==> config.mk <==
export PLATFORM = sky130hd
export DESIGN_NAME = mw_rom_loader
export DESIGN_NICKNAME = d
export VERILOG_FILES = /design/src/rtl/mwr_pkg.sv /design/src/rtl/mwr_seq.sv /design/src/rtl/mwr_image.sv /design/src/rtl/mwr_verdict.sv /design/src/rtl/mw_rom_loader.sv
export SDC_FILE = /design/constraint.sdc
export NUM_CORES = 1
export LEC_CHECK = 0
export BUFFER_PORTS_ARGS = -buffer_cell sky130_fd_sc_hd__buf_4
export CAP_MARGIN = 40
export CORE_UTILIZATION = 50
export DETAILED_ROUTE_END_ITERATION = 10
export PLACE_DENSITY = 0.67
export SLEW_MARGIN = 10
export SYNTH_ARGS = -nofsm -noshare
export SYNTH_HDL_FRONTEND = slang
export SYNTH_SLANG_ARGS = --single-unit
==> constraint.sdc <==
create_clock -name clk -period 8.8 [get_ports clk]
set_clock_uncertainty 0.15 [all_clocks]
set_input_delay 0 -clock clk [delete_from_list [all_inputs] [get_ports clk]]
set_output_delay 0 -clock clk [all_outputs]
set_load 0.005 [all_outputs]
==> src/rtl/mwr_pkg.sv <==
`timescale 1ns/1ps
package mwr_pkg;
  typedef struct packed {
    logic cs;
    logic sk;
    logic di;
  } mw_pins_t;

  // One XOR step of the image checksum.
  function automatic logic [7:0] fold_byte(input logic [7:0] acc, input logic [7:0] b);
    return acc ^ b;
  endfunction

  // Two bytes of a word: the first-read byte sits at the lower address.
  function automatic logic [15:0] word_to_mem(input logic [15:0] w);
    return {w[7:0], w[15:8]};
  endfunction
endpackage

==> src/rtl/mwr_seq.sv <==
`timescale 1ns/1ps
module mwr_seq
  import mwr_pkg::*;
#(
  parameter int DELAY_CYC = 4,
  parameter int ADDR_BITS = 6,
  parameter int WORDS     = 16
) (
  input  logic                 clk,
  input  logic                 rst_n,
  input  logic                 start,
  input  logic                 ser_do,
  output mw_pins_t             pins,
  output logic                 busy,
  output logic                 step_adv,
  output logic                 word_we,
  output logic [ADDR_BITS-1:0] word_idx,
  output logic [15:0]          word_data,
  output logic                 last_done
);
  localparam int ADDR_FIRST = 9;
  localparam int ACK_STEP   = ADDR_FIRST + 2 * ADDR_BITS;
  localparam int DATA_FIRST = ACK_STEP + 1;
  localparam int END_STEP   = DATA_FIRST + 32;
  localparam int STEP_W     = $clog2(END_STEP + 1);
  localparam int CNT_W      = $clog2(DELAY_CYC + 1);
  localparam logic [STEP_W-1:0] S_ADDR = STEP_W'(ADDR_FIRST);
  localparam logic [STEP_W-1:0] S_ACK  = STEP_W'(ACK_STEP);
  localparam logic [STEP_W-1:0] S_DATA = STEP_W'(DATA_FIRST);
  localparam logic [STEP_W-1:0] S_LAST = STEP_W'(END_STEP - 1);
  localparam logic [STEP_W-1:0] S_END  = STEP_W'(END_STEP);
  localparam logic [CNT_W-1:0]  C_TOP  = CNT_W'(DELAY_CYC - 1);
  localparam logic [ADDR_BITS-1:0] W_LAST = ADDR_BITS'(WORDS - 1);
  // Preamble steps 1..8: clock high on even steps, data high on steps 3..6.
  localparam logic [15:0] PRE_SK = 16'b0000_0001_0101_0100;
  localparam logic [15:0] PRE_DI = 16'b0000_0000_0111_1000;

  logic [STEP_W-1:0]    step;
  logic [ADDR_BITS-1:0] word;
  logic [CNT_W-1:0]     dcnt;
  logic                 busy_q;
  logic [15:0]          shreg;
  logic [STEP_W-1:0]    dk;
  logic                 sample;

  function automatic mw_pins_t pins_for(input logic [STEP_W-1:0] s,
                                        input logic [ADDR_BITS-1:0] w);
    mw_pins_t p;
    int k;
    p = '0;
    k = 0;
    if (s == '0 || s == S_END) begin
      p = '0;
    end else if (s < S_ADDR) begin
      p.cs = 1'b1;
      p.sk = PRE_SK[s[3:0]];
      p.di = PRE_DI[s[3:0]];
    end else if (s < S_ACK) begin
      k = int'(s - S_ADDR);
      p.cs = 1'b1;
      p.sk = k[0];
      p.di = w[ADDR_BITS - 1 - (k / 2)];
    end else if (s == S_ACK) begin
      p.cs = 1'b1;
    end else begin
      k = int'(s - S_DATA);
      p.cs = 1'b1;
      p.sk = ~k[0];
    end
    return p;
  endfunction

  assign busy      = busy_q;
  assign step_adv  = busy_q && (dcnt == C_TOP);
  assign pins      = busy_q ? pins_for(step, word) : '0;
  assign dk        = step - S_DATA;
  assign sample    = step_adv && (step >= S_DATA) && (step < S_END) && dk[0];
  assign word_data = {shreg[14:0], ser_do};
  assign word_we   = sample && (step == S_LAST);
  assign word_idx  = word;
  assign last_done = step_adv && (step == S_END) && (word == W_LAST);

  always_ff @(posedge clk) begin
    if (!rst_n) begin
      busy_q <= 1'b0;
      step   <= '0;
      word   <= '0;
      dcnt   <= '0;
      shreg  <= '0;
    end else if (!busy_q) begin
      if (start) begin
        busy_q <= 1'b1;
        step   <= '0;
        word   <= '0;
        dcnt   <= '0;
      end
    end else begin
      if (sample) shreg <= {shreg[14:0], ser_do};
      if (step_adv) begin
        dcnt <= '0;
        if (step == S_END) begin
          step <= '0;
          if (word == W_LAST) busy_q <= 1'b0;
          else                word   <= word + 1'b1;
        end else begin
          step <= step + 1'b1;
        end
      end else begin
        dcnt <= dcnt + 1'b1;
      end
    end
  end
endmodule

==> src/rtl/mwr_image.sv <==
`timescale 1ns/1ps
module mwr_image
  import mwr_pkg::*;
#(
  parameter int IMG_BYTES = 32,
  parameter int ADDR_BITS = 6
) (
  input  logic                   clk,
  input  logic                   rst_n,
  input  logic                   we,
  input  logic [ADDR_BITS-1:0]   widx,
  input  logic [15:0]            wdata,
  output logic [IMG_BYTES*8-1:0] img
);
  localparam int WORDS = IMG_BYTES / 2;
  logic [15:0] mem [WORDS];

  always_ff @(posedge clk) begin
    for (int i = 0; i < WORDS; i++) begin
      if (!rst_n)                                 mem[i] <= '0;
      else if (we && widx == ADDR_BITS'(i))       mem[i] <= word_to_mem(wdata);
    end
  end

  for (genvar g = 0; g < WORDS; g++) begin : g_flat
    assign img[g*16 +: 16] = mem[g];
  end
endmodule

==> src/rtl/mwr_verdict.sv <==
`timescale 1ns/1ps
module mwr_verdict
  import mwr_pkg::*;
#(
  parameter int IMG_BYTES = 32,
  parameter int KEY_OFS   = 0,
  parameter int SUM_OFS   = 15,
  parameter int MAC_OFS   = 16
) (
  input  logic [IMG_BYTES*8-1:0] img,
  output logic                   sum_ok,
  output logic [47:0]            mac
);
  logic [7:0] acc;

  always_comb begin
    acc = '0;
    for (int i = KEY_OFS; i < SUM_OFS; i++) acc = fold_byte(acc, img[i*8 +: 8]);
    sum_ok = (acc == img[SUM_OFS*8 +: 8]);
  end

  for (genvar j = 0; j < 6; j++) begin : g_mac
    assign mac[(5-j)*8 +: 8] = img[(MAC_OFS+j)*8 +: 8];
  end
endmodule

==> src/rtl/mw_rom_loader.sv <==
`timescale 1ns/1ps
module mw_rom_loader
  import mwr_pkg::*;
#(
  parameter int DELAY_CYC = 4,
  parameter int ADDR_BITS = 6,
  parameter int IMG_BYTES = 32,
  parameter int KEY_OFS   = 0,
  parameter int SUM_OFS   = 15,
  parameter int MAC_OFS   = 16
) (
  input  logic        clk,
  input  logic        rst_n,
  input  logic        start,
  output logic        ser_cs,
  output logic        ser_clk,
  output logic        ser_di,
  input  logic        ser_do,
  output logic        busy,
  output logic        done,
  output logic        addr_valid,
  output logic        sum_err,
  output logic [47:0] station_addr
);
  localparam int WORDS = IMG_BYTES / 2;

  mw_pins_t             pins;
  logic                 step_adv;
  logic                 word_we;
  logic [ADDR_BITS-1:0] word_idx;
  logic [15:0]          word_data;
  logic                 last_done;
  logic [IMG_BYTES*8-1:0] img;
  logic                 sum_ok;
  logic [47:0]          mac;
  logic                 start_ok;

  mwr_seq #(.DELAY_CYC(DELAY_CYC), .ADDR_BITS(ADDR_BITS), .WORDS(WORDS)) seq_i (
    .clk(clk), .rst_n(rst_n), .start(start), .ser_do(ser_do), .pins(pins),
    .busy(busy), .step_adv(step_adv), .word_we(word_we), .word_idx(word_idx),
    .word_data(word_data), .last_done(last_done)
  );

  mwr_image #(.IMG_BYTES(IMG_BYTES), .ADDR_BITS(ADDR_BITS)) img_i (
    .clk(clk), .rst_n(rst_n), .we(word_we), .widx(word_idx), .wdata(word_data), .img(img)
  );

  mwr_verdict #(.IMG_BYTES(IMG_BYTES), .KEY_OFS(KEY_OFS), .SUM_OFS(SUM_OFS),
                .MAC_OFS(MAC_OFS)) ver_i (
    .img(img), .sum_ok(sum_ok), .mac(mac)
  );

  assign ser_cs   = pins.cs;
  assign ser_clk  = pins.sk;
  assign ser_di   = pins.di;
  assign start_ok = start && !busy;

  always_ff @(posedge clk) begin
    if (!rst_n) begin
      done         <= 1'b0;
      addr_valid   <= 1'b0;
      sum_err      <= 1'b0;
      station_addr <= '0;
    end else begin
      done <= last_done;
      if (start_ok) begin
        addr_valid   <= 1'b0;
        sum_err      <= 1'b0;
        station_addr <= '0;
      end else if (last_done) begin
        addr_valid   <= sum_ok;
        sum_err      <= !sum_ok;
        station_addr <= sum_ok ? mac : '0;
      end
    end
  end
endmodule

* Word level (Yosys, flattened, before mapping)
Memories as Yosys holds them, arrays and structs flattened. A register that Yosys moved wholly into a read port is not among the register bits.
Index checks and enable logic that the tools add are counted.
W data, S select, Z words.
** Word-level totals
- Bits in registers :: 82
- Logic and storage cells :: 213
- Latch bits :: 0
- Memories kept :: 3
- Input bits :: 4
- Memory bits (writable) :: 256
- Memory bits (read-only) :: 32
** Memories
- img_i.mem :: depth 16, width 16, read ports 11, clocked after Yosys merged registers in 0, write ports 16, RTL line mwr_image.sv:16 : logic [15:0] mem [WORDS];
- (no name shown) :: depth 16, width 1, read ports 1, clocked after Yosys merged registers in 1, write ports 0, RTL line mwr_seq.sv:56 : p.sk = PRE_SK[s[3:0]];
- (no name shown) :: depth 16, width 1, read ports 1, clocked after Yosys merged registers in 1, write ports 0, RTL line mwr_seq.sv:57 : p.di = PRE_DI[s[3:0]];
** Cells by class
- Equality and inequality tests :: 23
- $mul :: 0
- Divide/modulo/power cells :: 0
- Reduce and logical (&&, ||, !) cells :: 34
- $add $sub $neg :: 8
- Shift operators :: 0
- Mux-type cells :: 97
- Magnitude comparators :: 6
- Bitwise gates (word level) :: 33
** Operator list (count)
- $mux W16 :: 16
- $xor A8 B8 Y8 :: 14
- $mux W1 :: 61
- $eq A6 B4 Y1 const B :: 8
- $mux W48 :: 1
- $mux W6 :: 8
- $add A32 B1 Y32 :: 1
- $lt A32 B5 Y1 const B :: 1
- $sub A4 B32 Y32 const A :: 1
- $eq A6 B3 Y1 const B :: 4
- $logic_and A1 B1 Y1 :: 24
- $mux W3 :: 6
- $mux W4 :: 4
- $or A1 B1 Y1 :: 16
- $add A6 B1 Y6 const B :: 2
- $eq A6 B2 Y1 const B :: 2
- $eq A6 B6 Y1 const B :: 2
- $logic_not A6 Y1 :: 2
- $eq A8 B8 Y1 :: 1
- $sub A6 B4 Y7 const B :: 1
- $eq A6 B1 Y1 const B :: 1
- $eq A6 B5 Y1 const B :: 1
- $ge A6 B5 Y1 const B :: 1
- $lt A6 B4 Y1 const B :: 1
- other kinds (17) :: 22

* Longest topological paths before layout
Gate-level depths: netlist of run 1.
An unclocked memory read counts as a cell.
- Depth in word-level cells :: 17
- Mapped depth :: 13
- Depth with buffers taken out :: 13

* Cells and area by module
Synthesis of run 1 repeated with hierarchy kept, for this count alone.
** Second synthesis, totals
- Cell total of the unflattened synthesis :: 1291
- Area total of the unflattened synthesis :: 15905.3 sq um
** Modules (own cells, without submodules)
- mwr_image :: times used 1, area each 10268.6 sq um, sequential area each 7687.4 sq um, cells an instance 685
- mw_rom_loader :: times used 1, area each 2387.3 sq um, sequential area each 1021.0 sq um, cells an instance 230
- mwr_seq :: times used 1, area each 1821.7 sq um, sequential area each 660.6 sq um, cells an instance 205
- mwr_verdict :: times used 1, area each 1427.6 sq um, sequential area each 0.0 sq um, cells an instance 171

* Worst setup path before layout of run 1
OpenSTA, ideal clock, no wires.
- Path kind :: register to register
- Start point :: reg seq_i.dcnt[0]
- End point :: mem img_i.mem[4][0], in the netlist img_i.mem[0][64] (enable)
- Clock period less this slack :: 3.069 ns
- Required time :: 8.239 ns
- Setup slack :: 5.731 ns
- Arrival time :: 2.508 ns
- Buffers on the path :: 0
- Stages on the path, launching flop included :: 7
- Cell sequence :: dfxtp_1 > ha_1 > nand2_1 > or3_1 > nor3_2 > nand2_1 > o21ai_0
** RTL lines
- from (decl) :: RTL line mwr_seq.sv:40 : logic [CNT_W-1:0] dcnt;
- from (signal assigned) :: RTL line mwr_seq.sv:109 : dcnt <= dcnt + 1'b1;
- to (decl) :: RTL line mwr_image.sv:16

* Worst setup path in the final report of run 1
- Start point :: reg seq_i.step[0]
- End point :: out ser_di
** On the way
- Cells in the longest elaborated chain, start to end :: 11
- Elaborated cells on any way between the ends :: 16
** Ends and longest elaborated chain
- from (decl) :: RTL line mwr_seq.sv:38 : logic [STEP_W-1:0] step;
- from (signal assigned) :: RTL line mwr_seq.sv:106 : step <= step + 1'b1;
- $sub A6 B4 Y7 :: RTL line mwr_seq.sv:59 : k = int'(s - S_ADDR);
- $and A1 B1 Y1 (no line)
- $add A32 B1 Y32 (no line)
- $sub A4 B32 Y32 :: RTL line mwr_seq.sv:62 : p.di = w[ADDR_BITS - 1 - (k / 2)];
- $bmux W1 S3 :: RTL line mwr_seq.sv:62
- $mux W1 (implied by the code) (2 in a row) :: RTL line mwr_seq.sv:62
- $mux W1 :: RTL line mwr_seq.sv:58 : end else if (s < S_ACK) begin
- $mux W3 :: RTL line mwr_seq.sv:54 : end else if (s < S_ADDR) begin
- $mux W3 (*) :: RTL line mwr_seq.sv:52 : if (s == '0 || s == S_END) begin
- $mux W3 (*) :: RTL line mwr_seq.sv:75 : assign pins = busy_q ? pins_for(step, word) : '0;
- to (decl) :: RTL line mw_rom_loader.sv:17 : output logic ser_di,
Every way passes the cells marked *; elsewhere a longest branch is shown, timed or not. The select of a mux whose other input is x is not followed.

==> results, run 1 <==
- The summed negative setup slack over all endpoints is 0 ns.
- In this run the cell area of the synthesized design comes to 11100 um2.
- The first-pass GRT wire length is 33300 um.
- The number of max-slew violations in the final report is 0.
- The run finished with clean final reports.
- Synthesis produced a netlist with a net count of 875.
- The fraction of synthesized cell area taken by the top area cell type is 47.7%.
- The number of fillers in the final layout is 1755.
- After detailed routing, the average wire length per cell comes to 17.6 um.
- The area used by sequential logic in the layout is 6970 um2.
- From bottom edge to top edge, the die measures 151 um.
- The fraction of final layout cells sized beyond drive strength 1 is 13.5%.
- The critical path required time is 8.65 ns.
- The HPWL after detailed placement is 13400 um.
- Entering global routing, the biggest net connects 50 pins.
- The worst pin sits at a relative slew slack of 41.5%.
- Max-cap violations in this run came to 0.
- The final-report hold violation count came to 0.
- The area of the placeable core is 21800 um2.
- The detailed router placed 6248 vias in this run.
- Setup repair after global routing left no endpoint under its margin.
- Timing would allow up to 0.263 GHz.
- The kind of launch point of the worst setup path is a flip-flop.
- After clock tree synthesis, the clock-pin slew on the worst setup and hold paths is 0.06 ns.
- Counting every sink on the clock net gives 260.
- The total number of yosys warnings is 0.
- The count of inserted antenna diode cells is 0.
- The overall routed net length is 21600 um.
- The part of the Yosys area used for sequential elements is 62.9%.
- Setup violations remaining at the end of the flow were counted as 0.
- The initial standard-cell utilization of the core is 50.9%.
- The clock period minus final worst setup slack is 3.80 ns.
- The worst slack on hold paths is 0.254 ns.
- The die covers 22700 um2.
- The path class of the tightest hold or removal check is primary input to flip-flop.
- The tree is rooted in a sky130_fd_sc_hd__clkbuf_16.
- Summing all multi-input logic gate instances after layout gives 3870 um2.
- The type of destination of the critical path is an output pin.
- The number of register bits inferred by synthesis is 260.
- The final net count is 939.
- Relative to the synthesized area, the layout overhead comes to 15.9%.
- The number of different library cells in the post-synthesis netlist is 44.
- The number of buffers added by the clock tree synthesis step is 28.
- The clock latency reported for the late side of the worst-skew pair is 0.53 ns.
- The number of detailed-routing iterations run before antenna repair is 4.
- The global router's overall resource usage is 19.5%.
- In the routed design, unresolved DRC markers number 0.
- The chip width is 151 um.
- Dividing the synthesized area by the synthesized cell count gives 12.9 um2.
- STA puts the critical path data arrival time at 3.65 ns.
- The via count of the first global-routing pass was 5897.
- After the first detailed-routing iteration, the DRC count stood at 331.
- CTS built an H-tree with a depth of 1.
- The maximum vdd drop is 0.000136 V.
- The count of nets left with antenna violations once routing finished came out at 0.
- The number of placement rows is 54.
- Dividing total power by cell area gives a power density of 212 nW/um2.
- The biggest area contributor in the post-synthesis netlist is sky130_fd_sc_hd__edfxtp_1.
- The gate count after technology mapping is 860.
- Of all nets on the critical path, the largest fanout is 10.
- The slew of the pin with the lowest slew margin is 0.875 ns.
- The maximum buffer depth of the clock tree is 3.
- In this run the tool buffered the top-level ports with 58 buffer cells.
- The post-layout utilization of the core is 59.0%.
- The number of top-level pins is 59.
- The post-detailed-route via-to-cell ratio is 5.10.
- After layout, the worst path uses 43.2% of the clock period.
- TritonCTS built the clock tree.
- The overflow left after global routing is 0.
- The initial antenna violation count is 0.
- Yosys attributes the largest share of cell area to sky130_fd_sc_hd__edfxtp_1 (48%), sky130_fd_sc_hd__dfxtp_1 (15%), sky130_fd_sc_hd__and2_1 (10%).
- The startpoint-to-endpoint class of the critical path is flip-flop to output pin.
- The weighted congestion at the end of routability-driven global placement is 0.810.
- The leakage component of the power is 4.63 nW.
- The number of buffers inserted by post-CTS setup repair is 0.
## kinds of logic after synthesis
kind of cell,after synthesis,share of synthesized area [%]
fa+ha+maj,11,1.24
compound gates,79,5.44
buf+inv,58,2.25
flops,260,62.9
xor+xnor,130,10.3
mux,18,1.74
simple gates,304,16.1
## layout make-up
cell class / instances / area share (%)
clock buffers: 45 / 6.67
clock inverters: 6 / 0.624
flip-flops and latches: 260 / 54.3
inverters: 8 / 0.234
repair buffers: 84 / 5.24
multi-input cells: 542 / 30.2
well taps: 280 / 2.73
## state kept, by name (all words and copies together) (netlist names), named ones only
register and cells:
station_addr 48, seq_i.word_idx 6, seq_i.shreg 15, addr_valid 1, seq_i.dcnt 3, sum_err 1, img_i.mem 176, seq_i.busy 1
seq_i.step 6, done 1
## placed cells by master (no fill, tap or decap), drive strengths merged, types with 2 or more instances in the layout
master and count:
and2 182, edfxtp 176, xnor2 107, dfxtp 84, buf 80, a22o 48, clkbuf 45, nand2 25
xor2 23, nor2b 23, nor2 23, mux2i 17, o21ai 16, nand3 12, ha 11, inv 8
nor3 8, nand4 7, a21oi 6, and3 6, nand2b 5, dlygate4sd3 4, or3 3, clkinv 3
and3b 2, a21boi 2, nand3b 2, nor3b 2, bufinv 2
## worst max-delay path: stages (launching register included)
cell                        delay, ns
sky130_fd_sc_hd__dfxtp_1         0.40
sky130_fd_sc_hd__inv_2           0.12
sky130_fd_sc_hd__ha_1            0.23
sky130_fd_sc_hd__nand2b_1        0.08
sky130_fd_sc_hd__a2111oi_0       0.44
sky130_fd_sc_hd__ha_1            0.21
sky130_fd_sc_hd__inv_1           0.04
sky130_fd_sc_hd__ha_1            0.30
sky130_fd_sc_hd__mux4_2          0.35
sky130_fd_sc_hd__a21oi_1         0.07
sky130_fd_sc_hd__or4b_2          0.62
sky130_fd_sc_hd__a21oi_1         0.15
sky130_fd_sc_hd__buf_4           0.13
## what timing repair did
| item | in CTS | in global routing |
|---|---|---|
| hold buffers | 4 | 0 |
| hold endpoints to repair | 45 | 0 |
| gates resized for setup | 0 | 0 |
| setup endpoints to repair | 0 | 0 |
## cell usage after synthesis (all sizes together)
library cell	instances
a21oi	6
xor2	23
or3	3
o21ai	16
or4b	1
o21bai	1
nand4	7
nor3	8
o311a	1
or4	1
nor2b	23
mux2i	17
and3b	2
nand3	12
and2	182
nand2	25
nor3b	2
mux4	1
a21o	1
a21boi	2
clkbuf	43
a22o	48
or2	1
edfxtp	176
ha	11
nand2b	5
buf	7
inv	8
nor4	1
a2bb2oi	1
a2111oi	1
nand3b	2
a211oi	1
nor2	23
xnor2	107
and3	6
dfxtp	84
a31oi	1
## per-stage QoR
step	power (W)	instances	setup slack, ns	area [um2]
3_3_place_gp	0.00157	1160	5.59	11700
5_1_grt	0.00281	1225	4.66	12800
4_1_cts	0.00275	1225	4.96	12800
6_report	0.00272	1225	5.00	12800
3_5_place_dp	0.00158	1170	5.55	11900
2_1_floorplan	0.00153	860	5.73	11100
## final timing paths
kind / start / to / slack, ns / depth (start not counted)
max reg2reg: seq_i.busy / img_i.mem[1][9] / 5.87 / 6
min: start / seq_i.busy / 0.25 / 4
max: seq_i.step[0] / ser_di / 5.00 / 12
min reg2reg: img_i.mem[1][38] / station_addr[14] / 0.30 / 1
## per-layer routing
layer / wire [um] / global-route usage, %
met1: 9460 / 25.6
met2: 10700 / 33.7
met3: 1050 / 2.68
met4: 359 / 5.25
met5: 0 / 0
## power by group
part | total, W | leakage (nW) | switching, W | internal, W
clock network | 0.00117 | 0.454 | 0.000455 | 0.000718
logic | 0.000185 | 1.83 | 0.0000987 | 0.0000865
registers | 0.00136 | 2.35 | 0.0000182 | 0.00134
No activity file was read; power rests on OpenSTA's default activity.
==> run 2: changes to the inputs <==
clock period = 3.7 ns   (was 8.8 ns; I/O delays follow)
==> results, run 2 (synthesized netlist as in run 1, its figures left out) <==
- The flow ran to the end, and the final reports show no timing, DRC or antenna violations.
- Along the worst path, the maximum fanout reaches 7.
- The routed wirelength normalized by instance count is 17.6 um.
- The post-layout worst setup margin is 0.295 ns.
- The number of detailed-routing iterations run before antenna repair is 4.
- The die is 151 um wide.
- The initial standard-cell utilization of the core is 50.9%.
- The initial antenna violation count is 2.
- The overflow left after global routing is 0.
- For this design the ratio of total power to cell area is 490 nW/um2.
- The area used by sequential logic in the layout is 6980 um2.
- The area growth from synthesis to layout is 16.1%.
- Pin placement for this block handled 59 I/O pins.
- The via count of the first global-routing pass is 6156.
- The worst reg2reg path endpoint is img_i.mem[1][24].
- The post-place instance area is 11800 um2.
- The path class of the lowest-slack min-delay path is primary input to flip-flop.
- The overall routed net length is 21700 um.
- For this run, design rule violations remaining after detail routing come to 0.
- Cell internal power was estimated by the tool at 0.00492 W.
- Measured along the y axis, the die boundary spans 151 um.
- More flip-flops sit in one register than any other, and that register is img_i.mem.
- The detailed router placed 6304 vias in this run.
- The flip-flop count of the largest register, all copies and words added is 176.
- The clock input transition at the sequential cells of the worst setup and hold paths is 0.06 ns.
- Clock tree synthesis inserted a total of 28 buffers.
- The maximum operating frequency is 0.294 GHz.
- The number of fillers in the final layout is 1733.
- The max-cap violation count is 0.
- The data arrival time of the critical path is 3.26 ns.
- Per report_power, the clock group accounts for 41.6% of the total.
- The final setup violation count is 0.
- The leakage component of the power is 4.64 nW.
- Leaving out fill and tap cells, the most frequent cells in the layout are sky130_fd_sc_hd__and2_1 (182), sky130_fd_sc_hd__edfxtp_1 (176), sky130_fd_sc_hd__xnor2_1 (107).
- The number of antenna diodes in the final layout is 0.
- The first global-routing pass estimated 33900 um of wire.
- The type of destination of the critical path is an output pin.
- The register share of total power is 51.4%.
- The clock tree from TritonCTS is yes.
- At the placement stage, the worst setup path has a slack of 0.423 ns.
- Walking the worst path, the cells encountered are inv_4 > ha_4 > nand2b_4 > a2111oi_4 > ha_2 > inv_1 > ha_1 > xor2_1 > xnor2_1 > nor3_1 > a21oi_1 > or4b_4 > a21oi_2 > buf_4.
- In the global route stage, overall resource usage came out at 19.8%.
- The region available for standard cell placement spans 21800 um2.
- The startpoint identified for the worst hold timing path is start.
- The analysis attributes to net switching a power of 0.00138 W.
- In the routed layout, each cell is associated on average with a via count of 5.13.
- Across all register-to-register paths, the minimum setup slack is 0.89 ns.
- The floorplan step defined a die boundary enclosing 22700 um2.
- For the worst flop-to-flop path, the logic depth is 7.
- The cell sitting at the root of the clock tree is a sky130_fd_sc_hd__clkbuf_16.
- In the finished design, the share of the clock period the worst path needs comes to 92.0%.
- The maximum level of the CTS H-tree is 1.
- Along the worst hold path, the cell count comes to 4.
- The summed negative setup slack over all endpoints is 0 ns.
- Among all stages on the critical path, the largest delay is contributed by sky130_fd_sc_hd__or4b_4.
- The clock latency reported for the late side of the worst-skew pair is 0.55 ns.
- Measured against its own limit, the worst slew margin works out to 46.5%.
- The count of buffers from port buffering is 58.
- Across the VDD grid, the largest voltage drop is 0.000311 V.
- In the final layout, the registers with the most flip-flops are img_i.mem (176), station_addr (48), seq_i.shreg (15).
- Of the total power, combinational logic draws 7.0%.
- The final net count is 945.
- The pin count of the biggest net entering global routing is 50.
- The startpoint of the worst register-to-register path is seq_i.dcnt[0].
- The path with the worst hold slack has its endpoint at seq_i.busy.
- Setup repair after global routing left no endpoint under its margin.
- The number of placement rows is 54.
- Once detail routing completed, the nets flagged for antenna violations numbered 0.
- The number of clock sinks is 260.
- The weighted congestion at the end of routability-driven global placement is 0.809.
- The critical path required time is 3.55 ns.
- The startpoint-to-endpoint class of the critical path is flip-flop to output pin.
- The fraction of power spent switching nets is 21.9%.
- The first routing iteration left 382 violations.
- The most common cell after layout, fill and taps aside is sky130_fd_sc_hd__and2_1.
- Detailed placement ended at an HPWL of 12900 um.
- The number of max-slew violations in the final report was 0.
- The multi-input combinational cells in the finished layout cover a total of 3920 um2.
- For this run, the slowest stage of the critical path takes 0.49 ns.
- For the pin with the worst max-slew slack, the measured transition is 0.800 ns.
- The kind of launch point of the worst setup path is a flip-flop.
- The maximum buffer depth of the clock tree is 3.
- Summing all non-filler instances in the final layout gives an area of 12900 um2.
- The worst path needs 3.41 ns of the cycle, external delays included.
- The final-report hold violation count is 0.
- The fraction of final layout cells sized beyond drive strength 1 is 15.1%.
## run 2: metal layers
metal | up-vias | GRT usage, % | share of wire (%)
li1 | 3103 | - | -
met1 | 3012 | 25.5 | 44
met2 | 151 | 34.2 | 49
met3 | 38 | 3.16 | 5.1
met4 | 0 | 6.25 | 2.5
met5 | - | 0 | 0
## run 2: cell type report
class                   instances  area share, %
well taps                     280           2.73
inverters                       8          0.273
flip-flops and latches        260           54.3
clock inverters                10          0.584
repair buffers                 90           5.39
clock buffers                  39           6.26
multi-input cells             542           30.5
## run 2: worst max-delay path by stage
stage                        startpoint  slack [ns]                to  depth (start not counted)
final                     seq_i.step[1]        0.29            ser_di                         14
after global placement    seq_i.step[0]        0.50            ser_di                         14
after CTS                 seq_i.step[1]        0.04            ser_di                         14
after detailed placement  seq_i.step[0]        0.42            ser_di                         14
after global routing      seq_i.step[1]        0.08            ser_di                         14
after floorplan           seq_i.dcnt[0]        0.63  img_i.mem[0][64]                          6
## run 2: per-stage QoR
stage          cells  util, %  hold slack (ns)  power [W]
3_5_place_dp    1171     54.4            0.231    0.00374
4_1_cts         1224     58.7            0.232    0.00636
5_1_grt         1229     59.1            0.282    0.00651
2_1_floorplan    860        -           0.0195    0.00363
6_report        1229     59.1            0.234    0.00629
3_3_place_gp    1170     54.3            0.220    0.00374
## run 2: repair_timing
item | in CTS | in global routing
hold buffers | 4 | 0
hold endpoints to repair | 46 | 0
cloned | 0 | 0
pin swaps | 0 | 6
buffers inserted | 0 | 5
gates resized for setup | 6 | 11
setup endpoints to repair | 1 | 1
## run 2: power by group through the flow
| stage | sequential (W) | combinational [W] | clock (W) |
|---|---|---|---|
| after floorplan | 0.00329 | 0.000338 | 0 |
| after global placement | 0.00329 | 0.000444 | 0 |
| after detailed placement | 0.00330 | 0.000446 | 0 |
| after CTS | 0.00324 | 0.000452 | 0.00267 |
| after global routing | 0.00324 | 0.000483 | 0.00278 |
| final | 0.00323 | 0.000443 | 0.00262 |
## run 2: worst max-delay path, delay by kind of cell, from the launching register on
family / cells / cell delay (ns)
xor gates and xnor gates: 2 / 0.31
AOI/OAI and AO/OA: 3 / 0.51
and+or+nand+nor: 3 / 0.74
adders and majority gates: 3 / 0.56
buffers and inverters: 3 / 0.24
DFF: 1 / 0.37
==> run 3: changes to the inputs <==
PLACE_DENSITY = 0.73   (was 0.67)
==> results, run 3 (synthesized netlist as in run 1, its figures left out) <==
- The flow ran to the end, and the final reports show no timing, DRC or antenna violations.
- The count of vias placed by the detailed router is 6323.
- The tree is rooted in a sky130_fd_sc_hd__clkbuf_16.
- Data on the critical path is required at its endpoint by 3.55 ns.
- Power spread over the standard cell area amounts to 502 nW/um2.
- For this design, the sink count on the clock tree is 260.
- The area of the placeable core is 21800 um2.
- The number of buffer and inverter instances along the worst setup path is 3.
- The path class of the lowest-slack min-delay path is primary input to flip-flop.
- After the first detailed-routing iteration, the DRC count stood at 385.
- In the layout the commonest cells are sky130_fd_sc_hd__and2_1 (182), sky130_fd_sc_hd__edfxtp_1 (176), sky130_fd_sc_hd__xnor2_1 (107).
- During placement, the flow inserted port buffers numbering 58.
- Along the worst path, the maximum fanout reaches 4.
- Walking the worst path, the cells encountered are inv_4 > ha_4 > nand2b_1 > a2111oi_2 > ha_2 > inv_1 > ha_1 > mux4_2 > a21oi_1 > or4b_4 > a21oi_2 > buf_4.
- Detailed placement ended at an HPWL of 13200 um.
- The via count of the first global-routing pass is 6302.
- The register with the most flip-flops in the final layout is img_i.mem.
- The register with the most flip-flops in the layout has 176 of them.
- The worst-case IR drop observed on VDD is 0.000332 V.
- For this run, the total global-route usage over all layers was measured as 19.8%.
- The area growth from synthesis to layout is 16.8%.
- The summed negative setup slack over all endpoints is 0 ns.
- In this run, CTS created clock tree buffers numbering 28.
- Static timing analysis puts the maximum clock frequency at 0.288 GHz.
- The area occupied by multi-input gates is 3900 um2.
- The maximum level of the CTS H-tree is 1.
- The data arrival time of the critical path is 3.32 ns.
- 0 antenna diodes ended up in the layout.
- The initial standard-cell utilization of the core is 50.9%.
- The share of power burned in combinational logic is 6.8%.
- The final net count is 947.
- The die extent in y is 151 um.
- The initial antenna violation count came to 0.
- The number of fillers in the final layout is 1708.
- In this run, the clock network consumes 43.4% of the power.
- The detail route stage leaves a number of antenna-violating nets equal to 0.
- The leakage component of the power is 4.69 nW.
- Wires add up to 21600 um.
- The die area is 22700 um2.
- The fraction of power spent switching nets is 21.1%.
- The clock tree from TritonCTS is yes.
- The share of total power dissipated in sequential elements is 49.8%.
- The most common cell after layout, fill and taps aside is sky130_fd_sc_hd__and2_1.
- Internal power comes to 0.00512 W.
- The worst setup path is of the flip-flop to output pin kind.
- The final-report hold violation count is 0.
- The routed wirelength normalized by instance count is 17.5 um.
- The first-pass GRT wire length is 34200 um.
- The maximum buffer depth of the clock tree is 3.
- The number of detailed-routing iterations run before antenna repair is 5.
- Grouping stages by cell kind, the critical path spends the most delay in adder cells.
- The clock period minus final worst setup slack is 3.47 ns.
- The highest-delay cell along the critical path is sky130_fd_sc_hd__or4b_4.
- Clock-pin slew was measured on the worst setup and hold paths at 0.05 ns.
- The chip width is 151 um.
- The number of placement rows is 54.
- Of the cells placed in the final design, the portion with a size suffix greater than 1 is 15.3%.
- In this run the cell area measured after placement is 11900 um2.
- The worst setup path is launched from a flip-flop.
- The delay contributed by the slowest stage of the critical path is 0.50 ns.
- The analysis attributes to net switching a power of 0.00137 W.
- Using the TritonRoute via totals, the vias-per-cell ratio works out to 5.12.
- Setup violations remaining at the end of the flow were counted as 0.
- The final worst-path cycle share is 93.9%.
- The number of top-level pins is 59.
- The weighted congestion at the end of routability-driven global placement is 0.841.
- The number of max-slew violations in the final report was 0.
- The max-cap violation count is 0.
- STA classifies the critical path endpoint as an output pin.
- Headroom to the max-slew limit came out at 45.0%.
- The pin count of the biggest net entering global routing is 50.
- The area used by sequential logic in the layout is 6970 um2.
- The final design instance area without fill is 12900 um2.
- At the pin with the least slew margin, the transition time is 0.822 ns.
- The clock reaches the later pin of the worst-skew pair after 0.55 ns.
- The largest registers in the layout are img_i.mem (176), station_addr (48), seq_i.shreg (15).
- For this run, design rule violations remaining after detail routing come to 0.
- Global routing finished with a remaining overflow of 0.
- Setup repair after global routing left no endpoint under its margin.
run 3: cell types whose count changed in the layout (fill, tap and decap cells not counted), moves of 2 or more:
cell | previous run | this run
sky130_fd_sc_hd__clkbuf_8 | 2 | 7
sky130_fd_sc_hd__buf_4 | 85 | 87
sky130_fd_sc_hd__bufinv_16 | 0 | 2
sky130_fd_sc_hd__clkinv_2 | 6 | 4
run 3: worst paths after layout:
check	from	endpoint	slack [ns]	cells past startpoint
worst max-delay path	seq_i.step[0]	ser_di	0.23	12
worst min-delay path	start	seq_i.busy	0.25	4
worst max register to register	seq_i.dcnt[0]	img_i.mem[1][36]	0.96	7
worst min register to register	img_i.mem[1][32]	station_addr[8]	0.30	1
run 3: area by class of cell:
type                            count  area share [%]
Sequential cell                   260            53.9
Timing Repair Buffer               92            5.47
Tap cell                          280            2.71
Clock buffer                       44            6.59
Multi-Input combinational cell    542            30.2
Inverter                            8           0.271
Clock inverter                      8           0.880
run 3: layer usage:
metal / routed length, um / global-route usage [%] / vias up
met5: 0 / 0 / -
met2: 10400 / 34.3 / 160
met1: 9430 / 25.1 / 3010
met4: 730 / 7.30 / 0
met3: 1010 / 3.19 / 43
li1: - / - / 3110
run 3: repair_timing:
action | in CTS | in global routing
hold buffers | 4 | 0
resized for setup | 6 | 8
pin swaps | 2 | 5
endpoints found under the hold margin | 40 | 0
setup endpoints to repair | 1 | 1
buffers inserted | 0 | 4
run 3: stage by stage:
step           utilization, %  cells  power (W)  setup WS (ns)  hold WS [ns]
4_1_cts                  59.2   1230    0.00656        0.00777         0.228
3_5_place_dp             54.5   1174    0.00374          0.420         0.218
5_1_grt                  59.5   1234    0.00672          0.113         0.269
3_3_place_gp             54.4   1173    0.00373          0.459         0.221
2_1_floorplan               -    860    0.00363          0.631        0.0195
6_report                 59.5   1234    0.00649          0.228         0.250
run 3: power by group through the flow:
stage          Clock, W  Sequential (W)  Combinational [W]
6_report        0.00281         0.00323           0.000443
3_5_place_dp          0         0.00330           0.000447
5_1_grt         0.00299         0.00324           0.000482
3_3_place_gp          0         0.00329           0.000441
4_1_cts         0.00287         0.00324           0.000452
2_1_floorplan         0         0.00329           0.000338
run 3: worst register-to-register path: cells and delay by family (launching register included):
family | cells | cell delay, ns
AND/OR/NAND/NOR | 6 | 1.93
adder cells (fa/ha/maj) | 1 | 0.20
flip-flops | 1 | 0.34
